## config.mk

```make
export PLATFORM = sky130hd
export DESIGN_NAME = dma_byte_word_fmt
export DESIGN_NICKNAME = d
export VERILOG_FILES = /design/src/rtl/bwf_pkg.sv /design/src/rtl/bwf_pack.sv /design/src/rtl/bwf_unpack.sv /design/src/rtl/bwf_errs.sv /design/src/rtl/dma_byte_word_fmt.sv
export SDC_FILE = /design/constraint.sdc
export NUM_CORES = 1
export LEC_CHECK = 0
export BUFFER_PORTS_ARGS = -buffer_cell sky130_fd_sc_hd__buf_2
export CORE_ASPECT_RATIO = 1.1
export CORE_UTILIZATION = 32
export DETAILED_ROUTE_END_ITERATION = 8
export PLACE_DENSITY = 0.51
export SLEW_MARGIN = 15
export SYNTH_ARGS = -nofsm -noshare
export SYNTH_HDL_FRONTEND = slang
export SYNTH_HIERARCHICAL = 1
export SYNTH_SLANG_ARGS = --single-unit
```

## constraint.sdc

```tcl
create_clock -name clk -period 11.7 [get_ports clk]
set_input_delay 1.17 -clock clk [delete_from_list [all_inputs] [get_ports clk]]
set_output_delay 1.17 -clock clk [all_outputs]
set_load 0.01 [all_outputs]
```

## src/rtl/bwf_pkg.sv

```systemverilog
// Shared constants, format codes and parity helpers for the byte/word formatter.
// Assumes odd parity everywhere and a 36-bit word built from 8-bit bytes.
package bwf_pkg;
    localparam int BYTE_W   = 8;
    localparam int WORD_W   = 36;
    localparam int NIB_W    = 4;
    localparam int HD_BYTES = 9;                 // dense layout: bytes per two words
    localparam int SPLIT_PH = WORD_W / BYTE_W;   // phase of the byte that is cut
    localparam int HD_LAST  = HD_BYTES - 1;
    localparam int PH_W     = $clog2(HD_BYTES);
    localparam int N_ERR    = 3;

    typedef enum logic [1:0] {
        FMT_IC  = 2'b00,
        FMT_CD  = 2'b01,
        FMT_HD  = 2'b10,
        FMT_RSV = 2'b11
    } fmt_e;

    function automatic logic odd_par8(input logic [BYTE_W-1:0] d);
        return ~^d;
    endfunction

    function automatic logic odd_par36(input logic [WORD_W-1:0] d);
        return ~^d;
    endfunction
endpackage

```

## src/rtl/bwf_pack.sv

```systemverilog
// Receive packer: byte stream in, 36-bit words out, one word of output storage.
// Word parity is predicted from the byte parities, with a correction for the nibble
// that is dropped or carried. Assumes mode is stable while bytes are held.
module bwf_pack
    import bwf_pkg::*;
#(
    parameter bit PRED_EN = 1'b1
) (
    input  logic              clk,
    input  logic              rst_n,
    input  fmt_e              mode,
    input  logic              flush,
    input  logic [BYTE_W-1:0] in_data,
    input  logic              in_par,
    input  logic              in_valid,
    output logic              in_ready,
    output logic [WORD_W-1:0] out_data,
    output logic              out_par,
    output logic              out_valid,
    input  logic              out_ready,
    output logic              link_fault,
    output logic              pred_fault
);
    logic [WORD_W-1:0] acc_q, acc_n, carry_n, odata_q, load_data;
    logic              accx_q, accx_n, carry_x_n, opred_q, ovalid_q, load_pred;
    logic [PH_W-1:0]   ph_q, ph_n;
    logic              done, fpend_q, flush_req, slot_free, take, drain, load, byte_x;

    // Place the offered byte according to the current phase and layout.
    always_comb begin
        acc_n     = acc_q;
        accx_n    = accx_q;
        carry_n   = '0;
        carry_x_n = 1'b0;
        done      = 1'b0;
        ph_n      = ph_q + 1'b1;
        byte_x    = ~in_par;
        if (ph_q < PH_W'(SPLIT_PH)) begin
            acc_n[WORD_W-1-BYTE_W*int'(ph_q) -: BYTE_W] = in_data;
            accx_n = accx_q ^ byte_x;
            done   = (ph_q == PH_W'(SPLIT_PH-1)) && (mode == FMT_IC || mode == FMT_RSV);
        end else if (mode == FMT_CD) begin
            acc_n[NIB_W-1:0] = in_data[NIB_W-1:0];
            accx_n = accx_q ^ byte_x ^ (^in_data[BYTE_W-1:NIB_W]);
            done   = 1'b1;
        end else if (ph_q == PH_W'(SPLIT_PH)) begin
            acc_n[NIB_W-1:0] = in_data[BYTE_W-1:NIB_W];
            accx_n = accx_q ^ byte_x ^ (^in_data[NIB_W-1:0]);
            done   = 1'b1;
            carry_n[WORD_W-1 -: NIB_W] = in_data[NIB_W-1:0];
            carry_x_n = ^in_data[NIB_W-1:0];
        end else begin
            acc_n[WORD_W-1-NIB_W-BYTE_W*(int'(ph_q)-SPLIT_PH-1) -: BYTE_W] = in_data;
            accx_n = accx_q ^ byte_x;
            done   = (ph_q == PH_W'(HD_LAST));
        end
        if (done && !(mode == FMT_HD && ph_q == PH_W'(SPLIT_PH)))
            ph_n = '0;
    end

    assign slot_free  = !ovalid_q || out_ready;
    assign flush_req  = flush || fpend_q;
    assign in_ready   = slot_free && !flush_req;
    assign take       = in_valid && in_ready;
    assign drain      = flush_req && slot_free && (ph_q != '0);
    assign load       = (take && done) || drain;
    assign load_data  = take ? acc_n : acc_q;
    assign load_pred  = ~(take ? accx_n : accx_q);
    assign pred_fault = load && (load_pred != odd_par36(load_data));
    assign link_fault = take && (in_par != odd_par8(in_data));

    // Output slot, working word, phase and flush-pending state.
    always_ff @(posedge clk) begin
        if (!rst_n) begin
            ovalid_q <= 1'b0;
            odata_q  <= '0;
            opred_q  <= 1'b0;
            acc_q    <= '0;
            accx_q   <= 1'b0;
            ph_q     <= '0;
            fpend_q  <= 1'b0;
        end else begin
            if (load) begin
                ovalid_q <= 1'b1;
                odata_q  <= load_data;
                opred_q  <= load_pred;
            end else if (out_ready) begin
                ovalid_q <= 1'b0;
            end
            if (take) begin
                acc_q  <= done ? carry_n : acc_n;
                accx_q <= done ? carry_x_n : accx_n;
                ph_q   <= ph_n;
            end else if (flush_req && slot_free) begin
                acc_q  <= '0;
                accx_q <= 1'b0;
                ph_q   <= '0;
            end
            fpend_q <= flush_req && !slot_free;
        end
    end

    assign out_data  = odata_q;
    assign out_valid = ovalid_q;

    generate
        if (PRED_EN) begin : g_pred
            assign out_par = opred_q;
        end else begin : g_regen
            assign out_par = odd_par36(odata_q);
        end
    endgenerate
endmodule

```

## src/rtl/bwf_unpack.sv

```systemverilog
// Transmit unpacker: one held host word, bytes offered straight from it by phase.
// In the dense layout the low nibble of the first word is kept for the split byte.
// Assumes mode is stable while a word or nibble is held.
module bwf_unpack
    import bwf_pkg::*;
(
    input  logic              clk,
    input  logic              rst_n,
    input  fmt_e              mode,
    input  logic [WORD_W-1:0] in_data,
    input  logic              in_par,
    input  logic              in_valid,
    output logic              in_ready,
    output logic [BYTE_W-1:0] out_data,
    output logic              out_par,
    output logic              out_valid,
    input  logic              out_ready,
    output logic              host_fault
);
    logic [WORD_W-1:0] uw_q;
    logic              full_q, last, keep_nib, pop, load;
    logic [PH_W-1:0]   ph_q, ph_n;
    logic [NIB_W-1:0]  nib_q;

    // Select the byte for this phase and note whether the word is used up.
    always_comb begin
        out_data = '0;
        last     = 1'b0;
        keep_nib = 1'b0;
        ph_n     = ph_q + 1'b1;
        if (ph_q < PH_W'(SPLIT_PH)) begin
            out_data = uw_q[WORD_W-1-BYTE_W*int'(ph_q) -: BYTE_W];
            if (ph_q == PH_W'(SPLIT_PH-1)) begin
                last     = (mode != FMT_CD);
                keep_nib = (mode == FMT_HD);
            end
        end else if (mode == FMT_CD) begin
            out_data = {{NIB_W{1'b0}}, uw_q[NIB_W-1:0]};
            last     = 1'b1;
        end else if (ph_q == PH_W'(SPLIT_PH)) begin
            out_data = {nib_q, uw_q[WORD_W-1 -: NIB_W]};
        end else begin
            out_data = uw_q[WORD_W-1-NIB_W-BYTE_W*(int'(ph_q)-SPLIT_PH-1) -: BYTE_W];
            last     = (ph_q == PH_W'(HD_LAST));
        end
        if (last && !keep_nib)
            ph_n = '0;
    end

    assign out_valid  = full_q;
    assign out_par    = odd_par8(out_data);
    assign pop        = full_q && out_ready;
    assign in_ready   = !full_q || (pop && last);
    assign load       = in_valid && in_ready;
    assign host_fault = load && (in_par != odd_par36(in_data));

    // Held word, phase and carried nibble.
    always_ff @(posedge clk) begin
        if (!rst_n) begin
            uw_q   <= '0;
            full_q <= 1'b0;
            ph_q   <= '0;
            nib_q  <= '0;
        end else begin
            if (pop) begin
                ph_q <= ph_n;
                if (keep_nib)
                    nib_q <= uw_q[NIB_W-1:0];
            end
            if (load) begin
                uw_q   <= in_data;
                full_q <= 1'b1;
            end else if (pop && last) begin
                full_q <= 1'b0;
            end
        end
    end
endmodule

```

## src/rtl/bwf_errs.sv

```systemverilog
// Sticky error flags: each hit pulse sets its bit, clear drops all, a hit beats a clear.
module bwf_errs #(
    parameter int N = 3
) (
    input  logic         clk,
    input  logic         rst_n,
    input  logic         clr,
    input  logic [N-1:0] hit,
    output logic [N-1:0] flags
);
    // Hold, clear or set the flags.
    always_ff @(posedge clk) begin
        if (!rst_n)
            flags <= '0;
        else
            flags <= (clr ? '0 : flags) | hit;
    end
endmodule

```

## src/rtl/dma_byte_word_fmt.sv

```systemverilog
// Top of the byte/word formatter: receive packer, transmit unpacker and sticky
// parity flags. The two directions are independent and share only the format code.
module dma_byte_word_fmt
    import bwf_pkg::*;
#(
    parameter bit PRED_EN = 1'b1
) (
    input  logic              clk,
    input  logic              rst_n,
    input  logic [1:0]        fmt_mode,
    input  logic              flush,
    input  logic              err_clr,
    input  logic [BYTE_W-1:0] rx_byte,
    input  logic              rx_byte_par,
    input  logic              rx_byte_valid,
    output logic              rx_byte_ready,
    output logic [WORD_W-1:0] rx_word,
    output logic              rx_word_par,
    output logic              rx_word_valid,
    input  logic              rx_word_ready,
    input  logic [WORD_W-1:0] tx_word,
    input  logic              tx_word_par,
    input  logic              tx_word_valid,
    output logic              tx_word_ready,
    output logic [BYTE_W-1:0] tx_byte,
    output logic              tx_byte_par,
    output logic              tx_byte_valid,
    input  logic              tx_byte_ready,
    output logic [N_ERR-1:0]  par_err
);
    fmt_e mode;
    logic link_fault, host_fault, pred_fault;

    assign mode = fmt_e'(fmt_mode);

    bwf_pack #(.PRED_EN(PRED_EN)) u_pack (
        .clk(clk), .rst_n(rst_n), .mode(mode), .flush(flush),
        .in_data(rx_byte), .in_par(rx_byte_par), .in_valid(rx_byte_valid),
        .in_ready(rx_byte_ready), .out_data(rx_word), .out_par(rx_word_par),
        .out_valid(rx_word_valid), .out_ready(rx_word_ready),
        .link_fault(link_fault), .pred_fault(pred_fault)
    );

    bwf_unpack u_unpack (
        .clk(clk), .rst_n(rst_n), .mode(mode),
        .in_data(tx_word), .in_par(tx_word_par), .in_valid(tx_word_valid),
        .in_ready(tx_word_ready), .out_data(tx_byte), .out_par(tx_byte_par),
        .out_valid(tx_byte_valid), .out_ready(tx_byte_ready),
        .host_fault(host_fault)
    );

    bwf_errs #(.N(N_ERR)) u_errs (
        .clk(clk), .rst_n(rst_n), .clr(err_clr),
        .hit({pred_fault, host_fault, link_fault}),
        .flags(par_err)
    );
endmodule

```

Yosys cells after proc, flatten, opt, wreduce, memory -nomap -nowiden
Index checks and enable logic that the tools add are counted.
{"block": "word_totals", "regBits": 128, "latchBits": 0, "ramBits": 0, "mem_bits_ro": 0, "inputBits": 56, "out_inout_bits": 53, "n_memories": 0}
{"block": "op_classes", "n_addsub": 12, "multipliers": 0, "div": 0, "magnitude_cmp": 2, "eq_ne": 13, "shift": 6, "mux": 45, "bitwise": 6, "n_reduce_logical": 39}
{"op": "$mux 36", "n": 5}
{"op": "$shift 8x33->43 const A", "n": 2}
{"op": "$shiftx 43x32->8", "n": 2}
{"op": "$shiftx 8x33->43", "n": 2}
{"op": "$bwmux 36", "n": 2}
{"op": "$reduce_xnor 36->1", "n": 2}
{"op": "$neg 32->33", "n": 2}
{"op": "$mux 32", "n": 2}
{"op": "$sub 6x32->32 const A", "n": 2}
{"op": "$sub 29x2->29 const B", "n": 2}
{"op": "$mux 4", "n": 9}
{"op": "$mux 8", "n": 3}
{"op": "$mux 1", "n": 23}
{"op": "$logic_and 1x1->1", "n": 16}
{"op": "$reduce_xnor 8->1", "n": 2}
{"op": "$sub 6x7->8 const A", "n": 2}
{"op": "$sub 4x3->5 const B", "n": 2}
{"op": "$add 4x1->4 const B", "n": 2}
{"op": "$eq 4x2->1 const B", "n": 2}
{"op": "$eq 4x3->1 const B", "n": 2}
{"op": "$eq 4x4->1 const B", "n": 2}
{"op": "$lt 4x3->1 const B", "n": 2}
{"op": "$reduce_xor 4->1", "n": 2}
{"op": "$logic_not 1->1", "n": 6}
{"op": "13 further kinds", "n": 25}

Longest topological paths before layout
Gate-level depths: netlist of run 1.
{"block": "logic_depth", "ltp_word": 14, "mapped_depth": 24}

Cells and area by module
The synthesis of run 1 kept the hierarchy.
{"module": "bwf_pack", "instances": 1, "cells_each": 760, "area_per_inst_um2": 5645.4, "seq_area_each_um2": 1601.5}
{"module": "bwf_unpack", "instances": 1, "cells_each": 364, "area_per_inst_um2": 2975.4, "seq_area_each_um2": 900.9}
{"module": "bwf_errs", "instances": 1, "cells_each": 9, "area_per_inst_um2": 101.3, "seq_area_each_um2": 60.1}

Worst setup path before layout of run 1
No wires, ideal clock.
{"block": "synth_timing", "path_type": "reg-to-reg", "startpoint": "register u_pack.ph_q[2]", "endpoint": "register u_errs.flags[2]", "setup_ps": 115, "arrival_ps": 5064, "required_time_ps": 11585, "slack_ps": 6521, "path_stages_with_launch": 24, "n_path_buf": 6, "synth_period_minus_slack_ps": 5179, "path_cell_list": "dfxtp_1 -> buf_6 -> inv_1 -> ha_1 -> buf_2 -> buf_1 -> buf_1 -> clkbuf_1 -> xnor2_1 -> nand4_1 -> ha_1 -> nor2b_1 -> and3_1 -> buf_2 -> nand4_1 -> a21oi_1 -> o22ai_2 -> xnor2_1 -> xnor2_1 -> xnor3_1 -> xnor2_1 -> xnor3_1 -> nor2_1 -> o21a_1"}
{"block": "synth_via", "elab_chain_cells": 14, "word_cells_on_any_way": 39, "classes_between": "add/sub: 6; order compare: 1; eq/ne: 4; shift: 4; mux: 15; bitwise: 2; reduce/logical: 7"}
{"item": "from (decl)", "line_no": "bwf_pack.sv:26", "text": "logic [PH_W-1:0] ph_q, ph_n;"}
{"item": "from (signal assigned)", "line_no": "bwf_pack.sv:93", "text": "ph_q <= ph_n;"}
{"item": "$sub 4x3->5", "line_no": "bwf_pack.sv:53", "text": "acc_n[WORD_W-1-NIB_W-BYTE_W*(int'(ph_q)-SPLIT_PH-1) -: BYTE_W] = in_data;"}
{"item": "$sub 29x2->29", "line_no": "bwf_pack.sv:53"}
{"item": "$sub 6x32->32", "line_no": "bwf_pack.sv:53"}
{"item": "$neg 32->33", "line_no": "bwf_pack.sv:53"}
{"item": "$shiftx 8x33->43 / $shift 8x33->43 (equally long branches)", "line_no": "bwf_pack.sv:53"}
{"item": "$bwmux 36", "line_no": "bwf_pack.sv:53"}
{"item": "$mux 4 / $mux 32 (equally long branches)", "line_no": "bwf_pack.sv:46", "text": "end else if (ph_q == PH_W'(SPLIT_PH)) begin"}
{"item": "$mux 4 / $mux 32 (equally long branches)", "line_no": "bwf_pack.sv:42", "text": "end else if (mode == FMT_CD) begin"}
{"item": "$mux 36", "line_no": "bwf_pack.sv:38", "text": "if (ph_q < PH_W'(SPLIT_PH)) begin"}
{"item": "$mux 36", "line_no": "bwf_pack.sv:67", "text": "assign load_data = take ? acc_n : acc_q;"}
{"item": "$reduce_xnor 36->1", "line_no": "bwf_pkg.sv:25", "text": "return ~^d;"}
{"item": "$ne 1x1->1", "line_no": "bwf_pack.sv:69", "text": "assign pred_fault = load && (load_pred != odd_par36(load_data));"}
{"item": "$logic_and 1x1->1 (*)", "line_no": "bwf_pack.sv:69"}
{"item": "named net pred_fault", "line_no": "dma_byte_word_fmt.sv:32", "text": "logic link_fault, host_fault, pred_fault;"}
{"item": "$or 3x3->3 (*)", "line_no": "bwf_errs.sv:16", "text": "flags <= (clr ? '0 : flags) | hit;"}
{"item": "to (signal assigned)", "line_no": "bwf_errs.sv:16"}
{"item": "to (decl)", "line_no": "bwf_errs.sv:9", "text": "output logic [N-1:0] flags"}
Mark *: on every way through the listed nets, which the timed path passes. The rest lies on a longest branch.
A chain may end at the register's enable or synchronous reset.

Worst setup path after layout of run 1
{"block": "layout_timing", "startpoint": "register u_pack.ph_q[0]", "endpoint": "register u_errs.flags[2]"}
Same word-level chain as after synthesis.

==> Flow_metrics.wiki, run 1 <==
{| class="wikitable"
! Metric !! Value
|-
| Run status || completed
|-
| Crit path launch type || flop
|-
| Cell leakage power || ~3.7 nW
|-
| Maximum level of the CTS H-tree || 4
|-
| Switching power || 0.000392 W
|-
| DRT Wirelength || just under 30,000 um
|-
| Die ar. || between 20,000 and 30,000 um2
|-
| Worst clock skew on the final layout || ~0.013 ns
|-
| Clk pin slew, worst setup/hold paths || about 0.060 ns
|-
| Final Hold Viols || 0
|-
| Required time reported for the critical path endpoint || 12.07 ns
|-
| CTS tree || built
|-
| Number of antenna cells inserted || 0
|-
| Share of post-route cells with drive strength above 1 || between 10% and 20%
|-
| Slack of the critical path || 5.61 ns
|-
| Detailed router's first-iteration violation count || approximately 710
|-
| Via count of the first global-routing pass || about 8,200
|-
| Clock power frac || between 40% and 50%
|-
| Wire length of the first global-routing pass || ~46,000 um
|-
| Unrepaired setup endpoints after global routing || no
|-
| Path class of the lowest-slack min-delay path || reg2reg
|-
| Synthesis-to-finish area growth || 15.2%
|-
| Root Buffer Master || sky130_fd_sc_hd__clkbuf_16
|-
| Synth Instances || approximately 1,100
|-
| Count of clock tree sinks || 128
|-
| Placement row count || 63
|-
| Least-Margin Pin Slew || between 1 and 1.5 ns
|-
| Accumulated negative setup slack || 0 ns
|-
| Gate power share || about a fifth
|-
| Period utilization || 52.0%
|-
| Pin count of the biggest net entering global routing || between 80 and 90
|-
| Total chip power || 0.00129 W
|-
| Post-synthesis async set-or-reset flop share || 0%
|-
| Reg power frac || 36.4%
|-
| Number of warnings printed during yosys synthesis || 6
|-
| Residual DRC count || 0
|-
| Maximum VDD drop || around 0.09 mV
|-
| I/O pin total || around 110
|-
| Count of flip-flops with a built-in enable after synthesis || 0
|-
| Floorplan Core Area || 26,900 um2
|-
| Number of filler instances in the final layout || about 2,800
|-
| Worst relative slew slack || between 30% and 40%
|-
| Max-cap viol count || 0
|-
| Utilization after layout || 37.4%
|-
| Most frequent cells in the layout || sky130_fd_sc_hd__nand2_1 (156), sky130_fd_sc_hd__dfxtp_1 (128), sky130_fd_sc_hd__nor2_1 (121), sky130_fd_sc_hd__buf_2 (108), sky130_fd_sc_hd__a21oi_1 (90)
|-
| Switching portion of total power || a little under a third
|-
| Post-placement setup slack || approximately 5.7 ns
|-
| Cell Pwr Density || about 130 nW/um2
|-
| Most common cell after layout, fill and taps aside || sky130_fd_sc_hd__nand2_1
|-
| Post-layout minimum cycle time || slightly above 6 ns
|-
| Cell variety after synth || 76
|-
| Post-synthesis register bit count || between 100 and 150
|-
| Register-to-register setup slack || roughly 5.6 ns
|-
| Register area share after synthesis || between 20% and 30%
|-
| Top fanout value on the critical path || 22
|-
| Max Clock Freq || roughly 160 MHz
|-
| Number of antenna violations at the first check in global routing || 1
|-
| Number of cells upsized or downsized after cts || 0
|-
| Post-CTS Hold Buffers || 0
|-
| Chip height || around 180 um
|-
| Most common flop cell mapped by yosys || sky130_fd_sc_hd__dfxtp_1
|-
| Remaining global-route overflow || 0
|-
| Worst-skew pair later-pin latency || 0.42 ns
|-
| GPL Wtd Cong || ~0.93
|-
| Effective utilization at floorplan || between 30 and 40%
|-
| Internal power || a little under 0.0009 W
|-
| Antenna Nets Post-Route || 0
|-
| Via count || 8,555
|-
| Total number of nets in the final design || ~1,300
|-
| First-pass DRT Iterations || 6
|-
| Post-synthesis area per instance || just under 8 um2
|-
| Mapped Nets || between 1,000 and 1,500
|-
| Estimated wirelength of the detail-placed design || around 21,000 um
|-
| TritonCTS buffer count || 17
|-
| Average vias per placed instance || about 5.5
|-
| Pins Over Slew Limit || 0
|-
| Synth Cell Area || slightly below 9000 um2
|-
| Average detailed-routed wire length per instance || 18.5 um
|-
| Critical path start-end classification || reg2reg
|-
| Nature of the critical path endpoint || flop
|-
| Number of setup buffers added after CTS || 0
|-
| Number of buffers on the longest clock path || 2
|-
| Arr. time, crit path || roughly 6.5 ns
|-
| I/O Buffers || 108
|-
| Overall fraction of global-route tracks in use || about a fifth
|-
| Horizontal extent of the die || around 160 um
|-
| Number of endpoints failing setup at the final stage || 0
|}
-- worst paths after layout --
check	depth (start not counted)	endpoint	startpoint
worst min register to register	2	u_pack/out_data[25]	u_pack/out_data[25]
worst max-delay path	17	u_errs/flags[2]	u_pack/ph_q[0]
worst max register to register	17	u_errs/flags[2]	u_pack/ph_q[0]
worst min-delay path	2	u_pack/out_data[25]	u_pack/out_data[25]
-- registers in the layout, summed over array words and instances, names as in the netlist --
signal and flops:
u_pack/ph_q 4, u_errs/flags 3, u_pack/out_par 1, u_unpack/uw_q 36
u_pack/fpend_q 1, u_pack/out_valid 1, u_unpack/out_valid 1, u_pack/acc_q 36
u_pack/accx_q 1, u_pack/out_data 36, u_unpack/ph_q 4, u_unpack/nib_q 4
-- worst max-delay path, cell delays in order, from the launching register on --
cell	delay, ns
sky130_fd_sc_hd__dfxtp_1	0.31
sky130_fd_sc_hd__buf_4	0.27
sky130_fd_sc_hd__clkinv_1	0.36
sky130_fd_sc_hd__ha_1	0.44
sky130_fd_sc_hd__xnor2_2	0.45
sky130_fd_sc_hd__inv_2	0.17
sky130_fd_sc_hd__ha_1	0.30
sky130_fd_sc_hd__xnor3_1	0.79
sky130_fd_sc_hd__nand4_1	0.59
sky130_fd_sc_hd__o32ai_1	0.55
sky130_fd_sc_hd__a22oi_2	0.17
sky130_fd_sc_hd__xnor2_1	0.22
sky130_fd_sc_hd__xnor2_1	0.15
sky130_fd_sc_hd__xnor3_1	0.42
sky130_fd_sc_hd__xnor2_1	0.17
sky130_fd_sc_hd__xnor3_1	0.41
sky130_fd_sc_hd__nor2_1	0.12
sky130_fd_sc_hd__o21a_1	0.13
-- synth_stat cells, types with 11 or more instances --
| cell type | n | area (um2) |
|---|---|---|
| sky130_fd_sc_hd__o21ai_0 | 33 | 165 |
| sky130_fd_sc_hd__nor2_1 | 121 | 454 |
| sky130_fd_sc_hd__nand2_1 | 156 | 586 |
| sky130_fd_sc_hd__o211ai_1 | 13 | 97.6 |
| sky130_fd_sc_hd__inv_1 | 27 | 101 |
| sky130_fd_sc_hd__dfxtp_1 | 128 | 2560 |
| sky130_fd_sc_hd__nand3_1 | 45 | 225 |
| sky130_fd_sc_hd__nor3_1 | 11 | 55.1 |
| sky130_fd_sc_hd__mux2i_1 | 15 | 150 |
| sky130_fd_sc_hd__ha_1 | 19 | 238 |
| sky130_fd_sc_hd__buf_2 | 14 | 70.1 |
| sky130_fd_sc_hd__clkbuf_1 | 51 | 191 |
| sky130_fd_sc_hd__a22oi_1 | 33 | 248 |
| sky130_fd_sc_hd__xnor2_1 | 76 | 666 |
| sky130_fd_sc_hd__a21boi_0 | 37 | 278 |
| sky130_fd_sc_hd__a211oi_1 | 18 | 135 |
| sky130_fd_sc_hd__a21oi_1 | 90 | 450 |
| sky130_fd_sc_hd__mux2_2 | 12 | 135 |
| sky130_fd_sc_hd__o22ai_1 | 27 | 169 |
| sky130_fd_sc_hd__a31oi_1 | 11 | 68.8 |
| sky130_fd_sc_hd__xor2_1 | 15 | 131 |
| sky130_fd_sc_hd__nor2b_1 | 12 | 75.1 |
-- routing by layer --
layer | GRT usage, % | wire [um] | vias up
li1 | - | - | 4138
met1 | 25.0 | 12100 | 4042
met2 | 35.9 | 14100 | 315
met3 | 2.97 | 1510 | 58
met4 | 10.5 | 1190 | 2
met5 | 0 | 12 | -
-- cells by family after synthesis --
| group | synth area share [%] |
|---|---|
| adders and majority gates | 2.73 |
| and+or+nand+nor | 21.7 |
| AOI/OAI and AO/OA | 25.8 |
| buffers and inverters | 5.41 |
| xor gates and xnor gates | 11.1 |
| DFF | 29.4 |
| muxes | 3.92 |
-- per-stage QoR --
step,hold slack (ns),area [um2],std cells
4_1_cts,0.460,10000,1563
3_5_place_dp,0.450,9460,1531
2_1_floorplan,0.439,8720,1133
3_3_place_gp,0.442,9460,1531
5_1_grt,0.474,10000,1563
6_report,0.454,10000,1563
-- power by group through the flow --
stage	clock [W]	sequential (W)	combinational (W)
floorplan	0	0.000476	0.000195
global placement	0	0.000478	0.000275
detailed placement	0	0.000478	0.000274
CTS	0.000554	0.000468	0.000276
global route	0.000574	0.000470	0.000299
finish	0.000542	0.000468	0.000275
-- cell type report --
type | instances | area [um2] | share of cell area, %
multi-input combinational | 893 | 5690 | 56.6
clock buffer | 19 | 443 | 4.41
tap | 357 | 447 | 4.44
clock inverter | 13 | 151 | 1.51
inverter | 33 | 124 | 1.23
timing repair buffer | 120 | 631 | 6.27
sequential | 128 | 2560 | 25.5
Power figures use the tool's default switching activity.
==> inputs of run 2 (changes only) <==
==> constraint.sdc (replaced) <==
create_clock -name clk -period 5.84 [get_ports clk]
set_input_delay 0.584 -clock clk [delete_from_list [all_inputs] [get_ports clk]]
set_output_delay 0.584 -clock clk [all_outputs]
set_load 0.01 [all_outputs]
==> run 2 against run 1 <==
Compared with the run above: die area stayed put; fmax is 12% higher; highest routed layer unchanged; combinational power is 100% higher; clock power is 120% higher; clock skew is 0.0042 ns lower.
==> Flow_metrics.wiki, run 2 (synthesis gave the netlist of run 1 again) <==
{| class="wikitable"
! Metric !! Value
|-
| Run status || completed
|-
| Top fanout value on the critical path || 13 (-41%)
|-
| Via count of the first global-routing pass || 8,165 (+0.15%)
|-
| Worst relative slew slack || 30.1% (-1.1 points)
|-
| Effective utilization at floorplan || 32.4% (unchanged)
|-
| Clk pin slew, worst setup/hold paths || 0.07 ns (about the same)
|-
| Worst-skew pair later-pin latency || 0.43 ns (about the same)
|-
| Required time reported for the critical path endpoint || 6.21 ns (-5.86 ns)
|-
| Number of endpoints failing setup at the final stage || 0 (unchanged)
|-
| Number of antenna cells inserted || 0 (unchanged)
|-
| Critical path start-end classification || reg2reg
|-
| Count of clock tree sinks || 128 (unchanged)
|-
| Synthesis-to-finish area growth || 16.5%
|-
| Total number of nets in the final design || 1,276 (+0.63%)
|-
| Least-Margin Pin Slew || 1.05 ns (+0.0164 ns)
|-
| Most common cell after layout, fill and taps aside || sky130_fd_sc_hd__nand2_1
|-
| Cell leakage power || 3.78 nW (+1.9%)
|-
| Antenna Nets Post-Route || 0 (unchanged)
|-
| Estimated wirelength of the detail-placed design || 21,700 um (+2.7%)
|-
| Number of filler instances in the final layout || 2,874 (+1.8%)
|-
| Residual DRC count || 0 (unchanged)
|-
| Final Hold Viols || 0 (unchanged)
|-
| Arr. time, crit path || 5.82 ns (-0.64 ns)
|-
| Floorplan Core Area || 26,900 um2 (unchanged)
|-
| Post-CTS Hold Buffers || 0 (unchanged)
|-
| I/O Buffers || 108 (unchanged)
|-
| Max Clock Freq || 184 MHz (+12%)
|-
| Area of all placed cells without fillers || 10,200 um2 (+1.1%)
|-
| Chip height || 175 um (unchanged)
|-
| I/O pin total || 109 (unchanged)
|-
| Category of cells accounting for the largest share of critical-path delay || XOR/XNOR gates
|-
| Crit path launch type || flop
|-
| Die ar. || 27,900 um2 (unchanged)
|-
| Pins Over Slew Limit || 0 (unchanged)
|-
| Accumulated negative setup slack || 0 ns (unchanged)
|-
| GPL Wtd Cong || 0.891 (-4.6%)
|-
| Nature of the critical path endpoint || flop
|-
| Wire length of the first global-routing pass || 46,000 um (+0.80%)
|-
| Overall fraction of global-route tracks in use || 21.2% (+0.42 points)
|-
| Placement row count || 63 (unchanged)
|-
| Horizontal extent of the die || 159 um (unchanged)
|-
| Root Buffer Master || sky130_fd_sc_hd__clkbuf_16
|-
| Worst clock skew on the final layout || 0.00843 ns (-0.00418 ns)
|-
| First-pass DRT Iterations || 5 (-1)
|-
| Period utilization || 93.3% (+41 points)
|-
| Via count || 8,608 (+0.62%)
|-
| Share of post-route cells with drive strength above 1 || 16.7% (+0.65 points)
|-
| Pin count of the biggest net entering global routing || 81 (unchanged)
|-
| Path class of the lowest-slack min-delay path || in2reg
|-
| Detailed router's first-iteration violation count || 715 (+1.3%)
|-
| Unrepaired setup endpoints after global routing || no
|-
| Number of buffers on the longest clock path || 2 (unchanged)
|-
| Maximum level of the CTS H-tree || 4 (unchanged)
|-
| Remaining global-route overflow || 0 (unchanged)
|-
| DRT Wirelength || 29,700 um (+2.5%)
|-
| Post-layout minimum cycle time || 5.45 ns (-0.641 ns)
|-
| Biggest cell delay along the critical path || 0.55 ns (-0.24 ns)
|-
| Average detailed-routed wire length per instance || 18.9 um (+2.1%)
|-
| CTS tree || built
|-
| Average vias per placed instance || 5.48 (+0.17%)
|-
| Placement Cell Area || 9520 um2 (+0.71%)
|-
| Maximum VDD drop || 0.166 mV (+90%)
|-
| Max-cap viol count || 0 (unchanged)
|-
| WP buf/inv || 1 (-2)
|-
| Number of antenna violations at the first check in global routing || 1 (unchanged)
|-
| Utilization after layout || 37.8% (+0.40 points)
|-
| TritonCTS buffer count || 17 (unchanged)
|-
| Cell Pwr Density || 263 nW/um2 (+110%)
|-
| Chain of cells forming the critical path || inv_1 > ha_1 > xor2_1 > ha_1 > nand3_1 > ha_1 > and4bb_1 > and3_1 > nand4_1 > a21o_1 > a22oi_1 > xnor2_1 > xnor2_1 > xnor3_1 > xnor2_1 > xnor3_1 > nor2_1 > o21a_1
|-
| Total chip power || 0.00267 W (+110%)
|-
| Standard cell with the maximum stage delay on the critical path || sky130_fd_sc_hd__dfxtp_1
|-
| Most frequent cells in the layout || sky130_fd_sc_hd__nand2_1 (156), sky130_fd_sc_hd__dfxtp_1 (128), sky130_fd_sc_hd__nor2_1 (121), sky130_fd_sc_hd__buf_2 (108), sky130_fd_sc_hd__a21oi_1 (90)
|}
run 2: per-stage QoR:
step / cells / setup slack, ns / hold slack [ns]
after floorplan: 1133 / 0.661 / 0.439
after global placement: 1539 / 0.581 / 0.442
after detailed placement: 1539 / 0.446 / 0.449
after CTS: 1570 / 0.436 / 0.405
after global routing: 1570 / 0.0354 / 0.415
final: 1570 / 0.393 / 0.417
run 2: final timing paths:
kind	start	end	slack, ns	cells after the start
min	tx_word[11]	u_unpack/uw_q[11]	0.42	3
max	u_pack/ph_q[2]	u_errs/flags[2]	0.39	18
max reg2reg	u_pack/ph_q[2]	u_errs/flags[2]	0.39	18
min reg2reg	u_pack/out_data[0]	u_pack/out_data[0]	0.46	2
run 2: worst min-delay path: cells and delay by family:
| family | cells | cell delay [ns] |
|---|---|---|
| buf+inv | 1 | 0.11 |
| compound gates | 1 | 0.06 |
| simple gates | 1 | 0.05 |
run 2: routing by layer:
| layer | global-route usage, % | vias up | wire, um |
|---|---|---|---|
| met1 | 24.3 | 4039 | 12000 |
| met2 | 37.9 | 332 | 14800 |
| li1 | - | 4165 | - |
| met5 | 0 | - | 15 |
| met4 | 10.4 | 2 | 1200 |
| met3 | 3.49 | 70 | 1730 |
run 2: final cells by class:
| class | instances | area (um2) | area share, % |
|---|---|---|---|
| inverter | 33 | 124 | 1.22 |
| clock inverter | 14 | 203 | 2.00 |
| clock buffer | 17 | 425 | 4.19 |
| multi-input combinational | 893 | 5710 | 56.2 |
| tap | 357 | 447 | 4.40 |
| sequential | 128 | 2560 | 25.2 |
| timing repair buffer | 128 | 691 | 6.80 |
run 2: power breakdown:
part / internal, W / total, W / switching [W]
sequential: 0.000910 / 0.000934 / 0.0000242
clock: 0.000721 / 0.00117 / 0.000453
combinational: 0.000236 / 0.000561 / 0.000326
run 2: what timing repair did:
item / 4_1_cts / 5_1_grt
setup endpoints to repair: 0 / 1
endpoints found under the hold margin: 0 / 0
resized for setup: 0 / 1
buffers inserted: 0 / 0
